===== src/rtl/rseq_pkg.sv =====
package rseq_pkg;
   typedef enum logic {
      SEQ_IDLE = 1'b0,
      SEQ_RUN  = 1'b1
   } seq_state_e;

   typedef enum logic {
      SRC_PIN  = 1'b0,
      SRC_SOFT = 1'b1
   } seq_src_e;
endpackage


===== src/rtl/rseq_pin_sync.sv =====
module rseq_pin_sync #(
   parameter int STAGES = 2
) (
   input  logic clk,
   input  logic arst_n,
   input  logic pin_n,
   output logic fall
);
   localparam int LAST = STAGES - 1;

   logic [STAGES-1:0] chain_q;
   logic              prev_q;

   if (STAGES < 2) begin : g_bad_stages
      $error("rseq_pin_sync: STAGES must be at least 2");
   end

   always_ff @(posedge clk or negedge arst_n) begin
      if (!arst_n) begin
         chain_q <= '1;
         prev_q  <= 1'b1;
      end else begin
         chain_q <= {chain_q[STAGES-2:0], pin_n};
         prev_q  <= chain_q[LAST];
      end
   end

   assign fall = prev_q & ~chain_q[LAST];
endmodule


===== src/rtl/rseq_timer.sv =====
module rseq_timer #(
   parameter int CYCLES = 12000
) (
   input  logic clk,
   input  logic arst_n,
   input  logic load,
   output logic expired
);
   localparam int CNT_W = (CYCLES > 2) ? $clog2(CYCLES) : 1;
   localparam logic [CNT_W-1:0] LOAD_VAL = CNT_W'(CYCLES - 1);

   logic [CNT_W-1:0] cnt_q;

   if (CYCLES < 2) begin : g_bad_cycles
      $error("rseq_timer: CYCLES must be at least 2");
   end

   always_ff @(posedge clk or negedge arst_n) begin
      if (!arst_n) begin
         cnt_q <= '0;
      end else if (load) begin
         cnt_q <= LOAD_VAL;
      end else if (cnt_q != '0) begin
         cnt_q <= cnt_q - 1'b1;
      end
   end

   assign expired = (cnt_q == '0);
endmodule


===== src/rtl/rst_sequencer.sv =====
module rst_sequencer
   import rseq_pkg::*;
#(
   parameter int SEQ_CYCLES  = 12000,
   parameter int SYNC_STAGES = 2
) (
   input  logic clk,
   input  logic arst_n,
   input  logic rst_pin_n,
   input  logic sw_rst_set,
   input  logic nop_cmd,
   output logic reg_clear,
   output logic busy,
   output logic wr_block
);
   seq_state_e state_q;
   seq_src_e   src_q;
   logic       nop_seen_q;
   logic       clr_q;
   logic       pin_fall;
   logic       expired;
   logic       start;
   logic       finish;

   rseq_pin_sync #(.STAGES(SYNC_STAGES)) u_sync (
      .clk    (clk),
      .arst_n (arst_n),
      .pin_n  (rst_pin_n),
      .fall   (pin_fall)
   );

   assign start = (state_q == SEQ_IDLE) && (pin_fall || sw_rst_set);

   rseq_timer #(.CYCLES(SEQ_CYCLES)) u_timer (
      .clk     (clk),
      .arst_n  (arst_n),
      .load    (start),
      .expired (expired)
   );

   assign finish = (state_q == SEQ_RUN) && expired &&
                   ((src_q == SRC_PIN) || nop_seen_q || nop_cmd);

   always_ff @(posedge clk or negedge arst_n) begin
      if (!arst_n) begin
         state_q    <= SEQ_IDLE;
         src_q      <= SRC_PIN;
         nop_seen_q <= 1'b0;
         clr_q      <= 1'b0;
      end else begin
         clr_q <= 1'b0;
         unique case (state_q)
            SEQ_IDLE: begin
               if (start) begin
                  state_q    <= SEQ_RUN;
                  src_q      <= pin_fall ? SRC_PIN : SRC_SOFT;
                  nop_seen_q <= 1'b0;
                  clr_q      <= 1'b1;
               end
            end
            SEQ_RUN: begin
               if (finish) begin
                  state_q    <= SEQ_IDLE;
                  nop_seen_q <= 1'b0;
               end else if ((src_q == SRC_SOFT) && nop_cmd) begin
                  nop_seen_q <= 1'b1;
               end
            end
            default: state_q <= SEQ_IDLE;
         endcase
      end
   end

   assign busy      = (state_q == SEQ_RUN);
   assign reg_clear = clr_q;
   assign wr_block  = (state_q == SEQ_RUN);
endmodule


===== config.mk =====
export PLATFORM = sky130hd
export DESIGN_NAME = rst_sequencer
export DESIGN_NICKNAME = d
export VERILOG_FILES = /design/src/rtl/rseq_pkg.sv /design/src/rtl/rseq_pin_sync.sv /design/src/rtl/rseq_timer.sv /design/src/rtl/rst_sequencer.sv
export SDC_FILE = /design/constraint.sdc
export NUM_CORES = 1
export LEC_CHECK = 0
export ABC_AREA = 1
export ABC_CLOCK_PERIOD_IN_PS = 1380
export BUFFER_PORTS_ARGS = -buffer_cell sky130_fd_sc_hd__buf_2
export CAP_MARGIN = 20
export CORE_MARGIN = 2
export CORE_UTILIZATION = 35
export CTS_BUF_LIST = sky130_fd_sc_hd__clkbuf_2 sky130_fd_sc_hd__clkbuf_4 sky130_fd_sc_hd__clkbuf_8
export DETAILED_ROUTE_END_ITERATION = 10
export PLACE_DENSITY_LB_ADDON = 0.1
export SETUP_SLACK_MARGIN = 0.4
export SLEW_MARGIN = 20
export SYNTH_ARGS = -nofsm -noshare
export SYNTH_HDL_FRONTEND = slang
export SYNTH_HIERARCHICAL = 1
export SYNTH_SLANG_ARGS = --single-unit

===== constraint.sdc =====
create_clock -name clk -period 1.38 [get_ports clk]
set_input_delay 0.138 -clock clk [delete_from_list [all_inputs] [get_ports clk]]
set_output_delay 0.138 -clock clk [all_outputs]
set_load 0.05 [all_outputs]

======== Word level (Yosys, flattened, before mapping) ========
Cells that the tools add are included.
word-level totals
  register bits after elaboration ......... 21
  latch bits .............................. 0
  RAM bits ................................ 0
  ROM bits ................................ 0
  output and inout bits ................... 3
  word-level logic and storage cells ...... 37
  memories ................................ 0
operators by class
  $add $sub $neg .......................... 1
  $mul .................................... 0
  divide/modulo/power cells ............... 0
  order comparisons ....................... 0
  eq/ne operators ......................... 2
  shift operators ......................... 0
  mux-type cells .......................... 11
  bitwise operators ....................... 4
  reduce and logical (&&, ||, !) cells .... 12
operator list
  kind                                                                     count
  14-bit 2-to-1 mux                                                        2
  14-bit zero test                                                         1
  14-bit nonzero test                                                      1
  14-bit by 1-bit subtractor with 14-bit output, second input constant     1
  1-bit 2-to-1 mux                                                         7
  1-bit logical AND                                                        4
  1-bit one-hot mux with 2 select lines                                    2
  2-bit AND reduction                                                      2
  1-bit logical OR                                                         3
  3-bit by 1-bit inequality test with 1-bit output, second input constant  1
  1-bit inverter                                                           3
  2-bit inequality test, second input constant                             1
  2-bit nonzero test                                                       1
  1-bit bitwise AND                                                        1

======== Logic depth before layout (Yosys ltp) ========
Gate-level depths: netlist (run 1).
  depth after elaboration ................. 6
  mapped depth ............................ 11

======== By module ========
Netlist (run 1), hierarchy kept.
by module, submodules not included
  module         instances  cells each  area an instance (sq um)
  rseq_timer     1          121         885.8
  rst_sequencer  1          21          193.9
  rseq_pin_sync  1          5           88.8

======== Least setup slack after synthesis (run 1) ========
Ideal clock, no wire load.
  path type ............................... register to register
  start ................................... register state_q, in the netlist busy
  end ..................................... register u_timer.cnt_q[10]
  setup time .............................. 0.119 ns
  arrival ................................. 1.450 ns
  path slack .............................. -0.189 ns
  stages on the path, launching flop included .. 7
  period minus slack after synthesis ...... 1.569 ns
  cells stage by stage .................... dfrtp_1 -> o21bai_4 -> inv_1 -> inv_2 -> nand3_4 -> nand3b_1 -> nand2_1
on the way
  longest elaborated chain between the ends .. 3
  elaborated cells between the ends (all ways) .. 4
RTL lines
  element                                                         line                 text
  start, declared                                                 rst_sequencer.sv:16  seq_state_e state_q;
  start signal, assigned                                          rst_sequencer.sv:46  state_q <= SEQ_IDLE;
  start signal, assigned                                          rst_sequencer.sv:55  state_q <= SEQ_RUN;
  start signal, assigned                                          rst_sequencer.sv:63  state_q <= SEQ_IDLE;
  1-bit inverter (no line) *                                      -
  1-bit logical AND *                                             rst_sequencer.sv:32  assign start = (state_q == SEQ_IDLE) && (pin_fall || sw_rst_set);
  via start                                                       rst_sequencer.sv:22  logic start;
  14-bit 2-to-1 mux / 2-bit nonzero test (equally long branches)  -
  end signal, assigned                                            rseq_timer.sv:24     cnt_q <= cnt_q - 1'b1;
  end, declared                                                   rseq_timer.sv:12     logic [CNT_W-1:0] cnt_q;
The timed path passes the listed nets; every way through them passes the cells marked *.
A chain may end at the register's enable or synchronous reset.

======== Worst setup path after layout (run 1) ========
  start ................................... register u_timer.cnt_q[0]
  end ..................................... register u_timer.cnt_q[8]
on the way
  longest elaborated chain between the ends .. 3
  elaborated cells between the ends (all ways) .. 5
RTL lines
  element                                        line              text
  14-bit by 1-bit subtractor with 14-bit output  rseq_timer.sv:24
  14-bit 2-to-1 mux                              rseq_timer.sv:23  end else if (cnt_q != '0) begin
  14-bit 2-to-1 mux                              rseq_timer.sv:21  end else if (load) begin
Parallel ways exist; a longest one is shown, timed or not. The select of a mux whose other input is x is not followed.

==> results of run 1 <==
## power groups by stage
stage / combinational, uW / clock (uW) / sequential, uW
after floorplan: 504 / 0 / 901
after detailed placement: 651 / 0 / 916
after CTS: 748 / 332 / 903
after global placement: 635 / 0 / 913
final: 833 / 307 / 905
after global routing: 940 / 347 / 928
## cell usage after synthesis
master                     count  area share
sky130_fd_sc_hd__nand2_2       3       0.016
sky130_fd_sc_hd__o21bai_1      1      0.0064
sky130_fd_sc_hd__or2_2         1      0.0054
sky130_fd_sc_hd__o21bai_4      1       0.016
sky130_fd_sc_hd__nand2_1      38        0.12
sky130_fd_sc_hd__nand3b_1      4       0.026
sky130_fd_sc_hd__inv_1        22       0.071
sky130_fd_sc_hd__o21ai_2       1      0.0075
sky130_fd_sc_hd__or2_0         2       0.011
sky130_fd_sc_hd__nor2_1       17       0.055
sky130_fd_sc_hd__inv_2         4       0.013
sky130_fd_sc_hd__dfrtp_1      18        0.39
sky130_fd_sc_hd__o21ai_0       1      0.0043
sky130_fd_sc_hd__ha_1          1       0.011
sky130_fd_sc_hd__nor2_2        5       0.027
sky130_fd_sc_hd__nand3_4       1       0.015
sky130_fd_sc_hd__nand3_2       2       0.017
sky130_fd_sc_hd__nand3_1      11       0.047
sky130_fd_sc_hd__a21oi_2       1      0.0075
sky130_fd_sc_hd__nor2_8        1       0.017
sky130_fd_sc_hd__a21oi_1       4       0.017
sky130_fd_sc_hd__dfstp_2       3       0.067
sky130_fd_sc_hd__nand4_1       2       0.011
sky130_fd_sc_hd__nor2_4        1      0.0096
sky130_fd_sc_hd__buf_4         1      0.0064
sky130_fd_sc_hd__nand2_4       1      0.0096
## registers in the layout, summed over array words and instances (netlist names)
signal	cells
u_sync/chain_q	2
src_q	1
reg_clear	1
busy	1
u_timer/cnt_q	14
u_sync/prev_q	1
nop_seen_q	1
## worst max-delay path: cells and delay by family, from the launching register on
kind | cells | cell delay (ps)
flip-flops | 1 | 400
AND/OR/NAND/NOR | 5 | 380
buffers and inverters | 3 | 290
adder cells (fa/ha/maj) | 1 | 150
## logic make-up after synthesis
kind of cell	Yosys count	synth area share
simple gates	89	0.388
fa+ha+maj	1	0.0107
compound gates	9	0.0589
buf+inv	27	0.0899
flops	21	0.453
## layout by cell type (no fill, tap or decap), types with 2 or more instances in the layout
cell and n:
sky130_fd_sc_hd__nor2_4 6, sky130_fd_sc_hd__nand4_1 2, sky130_fd_sc_hd__nor2_2 2, sky130_fd_sc_hd__nand2_4 2, sky130_fd_sc_hd__a21oi_1 4, sky130_fd_sc_hd__inv_1 17, sky130_fd_sc_hd__inv_2 8, sky130_fd_sc_hd__dfrtp_1 15
sky130_fd_sc_hd__dfstp_2 3, sky130_fd_sc_hd__nand3b_1 4, sky130_fd_sc_hd__clkbuf_4 3, sky130_fd_sc_hd__nand3_2 6, sky130_fd_sc_hd__nor2_1 15, sky130_fd_sc_hd__dlygate4sd3_1 2, sky130_fd_sc_hd__or2_0 2, sky130_fd_sc_hd__dfrtp_2 3
sky130_fd_sc_hd__buf_4 18, sky130_fd_sc_hd__nand3_1 7, sky130_fd_sc_hd__nand2_1 37, sky130_fd_sc_hd__buf_2 5, sky130_fd_sc_hd__nand2_2 3, sky130_fd_sc_hd__buf_6 3
## cell type report
| class | count | share of cell area |
|---|---|---|
| inverters | 26 | 0.0643 |
| clock buffers | 3 | 0.0145 |
| clock inverters | 1 | 0.00482 |
| multi-input cells | 99 | 0.388 |
| well taps | 44 | 0.0354 |
| repair buffers | 29 | 0.150 |
| flip-flops and latches | 21 | 0.342 |
## per-layer routing
metal / global-route usage / up-vias / share of wire
li1: - / 514 / -
met1: 0.202 / 466 / 0.47
met2: 0.229 / 23 / 0.49
met3: 0.0373 / 2 / 0.033
met4: 0.0365 / 0 / 0.0061
met5: 0 / - / 0
## worst max path at each step
stage / start / to / slack (ps) / cells past startpoint
3_3_place_gp: u_timer/cnt_q[7] / busy / 30 / 10
3_5_place_dp: u_timer/cnt_q[6] / busy / 20 / 10
5_1_grt: u_timer/cnt_q[0] / busy / -30 / 11
4_1_cts: u_timer/cnt_q[1] / busy / 70 / 11
6_report: u_timer/cnt_q[0] / u_timer/cnt_q[8] / 70 / 9
2_1_floorplan: busy / u_timer/cnt_q[11] / 80 / 6
## what timing repair did
item | 4_1_cts | 5_1_grt
cloned | 0 | 0
hold endpoints to repair | 19 | 0
gates resized for setup | 10 | 9
pin swaps | 2 | 3
hold buffers | 2 | 0
setup endpoints to repair | 21 | 21
buffers inserted | 9 | 6
## stage by stage
stage | setup TNS (ps) | total power, uW | utilization | instances
CTS | 0 | 1980 | 0.476 | 217
floorplan | 0 | 1400 | - | 147
global route | -64.6 | 2220 | 0.502 | 223
detailed placement | 0 | 1570 | 0.429 | 202
finish | 0 | 2040 | 0.502 | 223
global placement | 0 | 1550 | 0.429 | 202
==> flow_results.org, run 1 <==
** Synthesis
- For this run, the register share of the synthesized area comes to 0.453.
- The cell count after synthesis came out at roughly 150.
- Syn_nets :: around 150
- Ys Warns :: 6
- The synthesized netlist contains 26 unique library cells.
- Dividing the synthesized area by the synthesized cell count gives around 7.9 um^2.
- In this run the cell area of the synthesized design comes to 1170 um^2.
- The synthesized design contains 21 register bits.

** Final layout
- Antenna Diode Count :: 0
- Final cell area excluding filler cells :: ~1600 um^2
- Relative to the synthesized area, the layout overhead comes to 33.2%.
- The filler cells instantiated in the layout total around 320.
- Multi-input combinational cell area :: between 600 and 700 um^2
- Total area of sequential cells :: approximately 530 um^2
- Share of post-route cells with drive strength above 1 :: 0.402
- In the final design database the tool counted between 150 and 200 nets.

** Worst setup path
- The critical path in this run is classified as reg2reg.
- The worst setup path is captured at a flip-flop.
- Critical-path cell list :: inv_2 > ha_4 > nand2_4 > nor2_8 > buf_4 > buf_4 > nand2_1 > nand3_1 > nor2_1
- In this run the register-to-register setup slack is about 74 ps.
- The slowest stage of the critical path is the sky130_fd_sc_hd__dfrtp_1 cell.
- Startpoint kind of the worst setup timing path :: flip-flop
- For the worst setup path, the data required time is 1600 ps.
- Slowest Stage Delay on Critical Path :: 400 ps
- Count of cells along the worst register-to-register path :: 9
- Endpoint of the worst-slack reg-to-reg timing path :: u_timer/cnt_q[8]
- Data arrives at the worst endpoint at approximately 1500 ps.
- Most numerous cell on the critical path :: sky130_fd_sc_hd__buf_4
- Beginning of the worst register-to-register path :: u_timer/cnt_q[0]
- Along the worst path, the maximum fanout reaches 4.

** Floorplan
- DIE HEIGHT :: between 60 and 70 um
- Number of placement rows :: 20
- Std-Cell Core Area :: a little over 3000 um^2
- Die Span X :: roughly 60 um
- In this run the count of I/O pins placed on the die edge is 8.
- Initial cell density of the core :: 0.377
- The die covers ~3800 um^2.

** Pwr
- For this design the ratio of total power to cell area is 1310 nW/um^2.
- The share of total power dissipated in the clock network is 0.150.
- The internal portion of the total power is around 1300 uW.
- The share of total power dissipated in combinational logic is 0.407.
- Summed over all cells, the static leakage comes to 0.000805 uW.
- The share of total power dissipated in sequential elements is 0.443.
- Share of total power consumed by net switching :: 0.383
- In this run the power spent charging and discharging nets is about 800 uW.
- Maximum VDD drop :: about 0.56 mV

** Job
- Max cap viols :: 0

** GRT
- The via count of the first global-routing pass came to around 910.
- Total congestion overflow :: 0
- Number of antenna violations at the first check in global routing :: 0
- Global-route wire length before repair :: 4050 um
- GR Util All Layers :: 0.146
- Maximum number of pins on one net before global-route repair :: 22

** Clock network
- Number of sinks on the clock net :: 21
- CTS buffer count :: 3
- H-tree Lvls :: 1
- Clock input transition at the sequential cells of the worst setup and hold paths :: about 130 ps
- TritonCTS clock tree :: built
- In this run the clock root is driven by a sky130_fd_sc_hd__clkbuf_4.
- Clk_lat worst skew :: between 300 and 400 ps
- Buffers from clock root to sink, at most :: 2

** Timing
- Final number of setup-violating endpoints :: 0
- Subtracting the final worst setup slack from the clock period gives 1310 ps.
- Number of pins with negative max-slew slack in the final report :: 0
- Count of final hold-check violations :: 0
- Once routing completed, OpenROAD measured the worst setup slack at approximately 74 ps.
- Setup repair after global routing could not meet its margin everywhere.
- Measured against its own limit, the worst slew margin works out to 0.676.
- Top achievable clock speed :: around 770 MHz
- Hold slack :: 101 ps
- Max Clock Skew :: approximately 8.9 ps
- Dividing the final minimum period by the clock period gives 0.946.
- Worst slew pin tran :: 485 ps

** Drt
- Avg WL per Cell :: about 11 um
- In this run the remaining antenna-violating nets after routing total 0.
- Vias per cell :: ~4.5
- Violation count after the first detailed-route iteration :: 42
- Post-detailed-route DRC marker count :: 0
- Final wirelength :: about 2500 um
- For this run, the detailed router's first-pass iteration total came to 4.
- Overall via count from detail_route :: about 1000

** Place
- Routability-driven placement finished with a final weighted congestion of slightly above 0.9.
- Placed instance area :: approximately 1300 um^2
- Worst setup slack after placement :: about 24 ps
- The HPWL after detailed placement is 1670 um.
- Buffers placed on the I/O ports in this run total 7.

** Outcome
- The run finished with clean final reports.

** Min path
- The worst hold path terminates at nop_seen_q.
- Start point of the worst min-delay path :: nop_cmd
- The tightest min-delay check is of the in2reg type.
- Worst hold path cell count :: 3
(Power assumes the default switching activity.)
==> run 2: changes to the inputs <==
ABC_AREA = default   (was 1)
CORE_UTILIZATION = 55   (was 35)
==> flow_results.org, run 2 <==
** Synthesis
- Number of instances in the synthesized netlist :: 97 (-34%)
- Post-synth EDFFs :: 0 (unchanged)
- Ys Warns :: 6 (unchanged)
- Top_reg_cell synth :: sky130_fd_sc_hd__dfrtp_1
- The synthesis-stage register bit count is 21 (unchanged).
- Top cells by area in the synthesized netlist :: sky130_fd_sc_hd__dfrtp_1, sky130_fd_sc_hd__dfstp_2, sky130_fd_sc_hd__mux2i_1
- The post-synth net total came to 103 (-33%).
- Cell area after technology mapping :: 1070 um^2 (-8.1%)
- The fraction of the yosys area taken by sequential cells came to 0.493 (+0.0401).
- Leading cell type by number of instances after synthesis :: sky130_fd_sc_hd__dfrtp_1
- Mean instance size in the synthesized netlist :: 11.1 um^2 (+39%)
- The area fraction of the dominant cell type after synthesis came to 0.420 (+0.0341).
- Leading area contributor after synthesis :: sky130_fd_sc_hd__dfrtp_1
- Post-synth ARST share :: 1.00 (unchanged)
- By count the netlist is led by sky130_fd_sc_hd__dfrtp_1, sky130_fd_sc_hd__nor2_1, sky130_fd_sc_hd__nor3_1, sky130_fd_sc_hd__nor4_1.
- The count of unique library cells instantiated by Yosys came to 37 (+42%).

** GRT
- The via count of the first global-routing pass is 1038 (+14%).
- The total track usage is 0.306 (+0.161).
- Global-route wire length before repair :: 4750 um (+17%)
- Maximum number of pins on one net before global-route repair :: 22 (unchanged)
- The initial antenna violation count was 0 (unchanged).
- The total congestion overflow after global routing was 0 (unchanged).

** Worst setup path
- The worst-path maximum fanout was 4 (unchanged).
- The critical path in this run is classified as reg2reg.
- Startpoint kind of the worst setup timing path :: flip-flop
- Worst endpoint data arrival time :: 2290 ps (+770 ps)
- Beginning of the worst register-to-register path :: u_timer/cnt_q[1]
- Launch point of the worst path :: u_timer/cnt_q[1]
- The data required time at the worst endpoint came to 1580 ps (-20 ps).
- CP endpoint kind :: flip-flop

** Outcome
- Violations in the final reports :: negative setup slack
- Status :: finished, violations left

** Timing
- The post-route worst setup slack was -713 ps (-787 ps).
- Max Clock Skew :: 2.26 ps (-6.63 ps)
- Number of pins with negative max-slew slack in the final report :: 0 (unchanged)
- Setup repair after global routing could not meet its margin everywhere.
- The number of failing hold endpoints at the final stage came to 0 (unchanged).
- The final number of setup-violating endpoints came to 16 (+16).
- The headroom to the max-slew limit came to 0.683 (+0.00681).
- The worst-margin pin slew was 475 ps (-10.2 ps).
- The achievable clock frequency came to 478 MHz (-38%).
- The minimum clock period after layout was 2090 ps (+787 ps).
- Final Cycle Share :: 1.52 (+0.570)

** Min path
- Start point of the worst min-delay path :: sw_rst_set
- The tightest min-delay check is of the in2reg type.

** Final layout
- The share of the core filled with cells was 0.907 (+0.405).
- The number of standard cells in the final layout excluding fillers is 170 (-24%).
- The layout cell share with drive strength beyond 1 was 0.545 (+0.143).
- Count of fill cells added during filler insertion :: 74 (-77%)
- Antenna Diode Count :: 0 (unchanged)
- Area growth syn-to-layout :: 50.6%
- Leading cell types in the layout, fill and taps excluded :: sky130_fd_sc_hd__buf_4, sky130_fd_sc_hd__dfrtp_1, sky130_fd_sc_hd__buf_6
- The largest registers in the layout are u_timer/cnt_q (14), u_sync/chain_q (2).
- Max reg flops :: 14 (unchanged)
- Leaving out fill and tap cells, the most frequent cell in the layout is sky130_fd_sc_hd__buf_4.
- Biggest register :: u_timer/cnt_q
- Final #Nets :: 152 (-18%)

** Pwr
- Maximum VDD drop :: 1.22 mV (+120%)
- Leakage power total :: 0.000696 uW (-14%)
- Post-route total power :: 2330 uW (+14%)
- Total power divided by cell area :: 1440 nW/um^2 (+9.9%)

** Drt
- The average wire length per cell after detail routing was 18.8 um (+71%).
- First-pass iteration count of the detailed router :: 4 (unchanged)
- The via total after detailed routing is 1043 (+3.8%).
- The DRC violations left was 0 (unchanged).
- The count of antenna-violating nets left after detailed routing was 0 (unchanged).
- Vias per cell :: 6.14 (+36%)
- Violation count after the first detailed-route iteration :: 47 (+12%)
- Final wirelength :: 3200 um (+30%)

** Place
- Half-perimeter wire length of the detailed placement result :: 1660 um (-0.18%)
- The placer's final routability congestion estimate is 0.829 (-8.8%).
- The number of port buffers came to 7 (unchanged).
- Worst setup slack after placement :: -773 ps (-797 ps)
- Inst Count DP :: 156 (-23%)

** Clock network
- The number of CTS-inserted buffers is 3 (unchanged).
- Root Driver :: sky130_fd_sc_hd__clkbuf_4
- Clk_lat worst skew :: 310 ps (about the same)
- Number of sinks on the clock net :: 21 (unchanged)
- The buffer depth of the longest clock path came to 2 (unchanged).
- The H-tree level count was 1 (unchanged).
- TritonCTS clock tree :: built
- The register clock-pin slew on the reported worst setup and hold paths came to 120 ps (about the same).

** Floorplan
- The die boundary height came to 48.2 um (-22%).
- Number of placement rows :: 15 (-25%)
- Initial cell density of the core :: 0.602 (+0.225)
- Die Span X :: 48.2 um (-22%)
- The I/O pin count is 8 (unchanged).
- Total die area :: 2320 um^2 (-39%)
- The core area was 1780 um^2 (-43%).

** Job
- Max cap viols :: 0 (unchanged)
## run 2: final cells by class
class | instances | area, um^2 | area share
clock buffer | 3 | 22.5 | 0.0139
clock inverter | 1 | 5.00 | 0.00310
inverter | 4 | 15.0 | 0.00929
multi-input combinational | 68 | 604 | 0.374
sequential | 21 | 531 | 0.328
tap | 25 | 31.3 | 0.0193
timing repair buffer | 48 | 408 | 0.252
## run 2: final timing paths
| path | to | slack, ps | depth (start not counted) |
|---|---|---|---|
| worst max-delay path | u_timer/cnt_q[10] | -710 | 6 |
| worst min-delay path | nop_seen_q | 150 | 3 |
| worst max register to register | u_timer/cnt_q[10] | -710 | 6 |
| worst min register to register | u_sync/chain_q[1] | 370 | 0 |
| max in group asynchronous | u_sync/prev_q | 740 | 2 |
| min in group asynchronous | u_timer/cnt_q[10] | 300 | 2 |
## run 2: report_power, final
group / internal, uW / switching, uW
Clock: 108 / 200
Sequential: 776 / 107
Combinational: 605 / 538
Total: 1490 / 846
## run 2: kinds of logic after synthesis
kind of cell,count (synthesis),share of synthesized area
AND/OR/NAND/NOR,45,0.301
buffers and inverters,8,0.0419
multiplexers,4,0.0373
XOR/XNOR,2,0.0163
adder cells (fa/ha/maj),1,0.0117
AO/OA/AOI/OAI,16,0.0991
flip-flops,21,0.493
## run 2: layer usage
metal,global-route usage,wire length [um],vias to the layer above
met2,0.568,1720,52
met1,0.346,1180,522
met5,0,0,-
met4,0.0919,110,0
li1,-,-,453
met3,0.0667,189,16
## run 2: critical path, stage by stage (launching register included)
cell                      delay [ps]
sky130_fd_sc_hd__dfrtp_1         420
sky130_fd_sc_hd__inv_2           100
sky130_fd_sc_hd__ha_4            130
sky130_fd_sc_hd__or3b_4          420
sky130_fd_sc_hd__or4_4           440
sky130_fd_sc_hd__o21ai_1         130
sky130_fd_sc_hd__or3b_1          350
## run 2: stage by stage
| step | TNS [ps] | hold WS [ps] | instance area (um^2) |
|---|---|---|---|
| 3_5_place_dp | -9130 | 117 | 1360 |
| 3_3_place_gp | -8630 | 104 | 1360 |
| 5_1_grt | -10150 | 156 | 1620 |
| 4_1_cts | -7950 | 142 | 1550 |
| 2_1_floorplan | -7180 | -158 | 1090 |
| 6_report | -9140 | 148 | 1620 |
## run 2: timing repair
item                                    4_1_cts  5_1_grt
endpoints found under the hold margin        19        0
hold buffers                                  2        0
pin swaps                                     9        3
gates resized for setup                      24       10
endpoints found under the setup margin       20       21
setup buffers                                 6        2
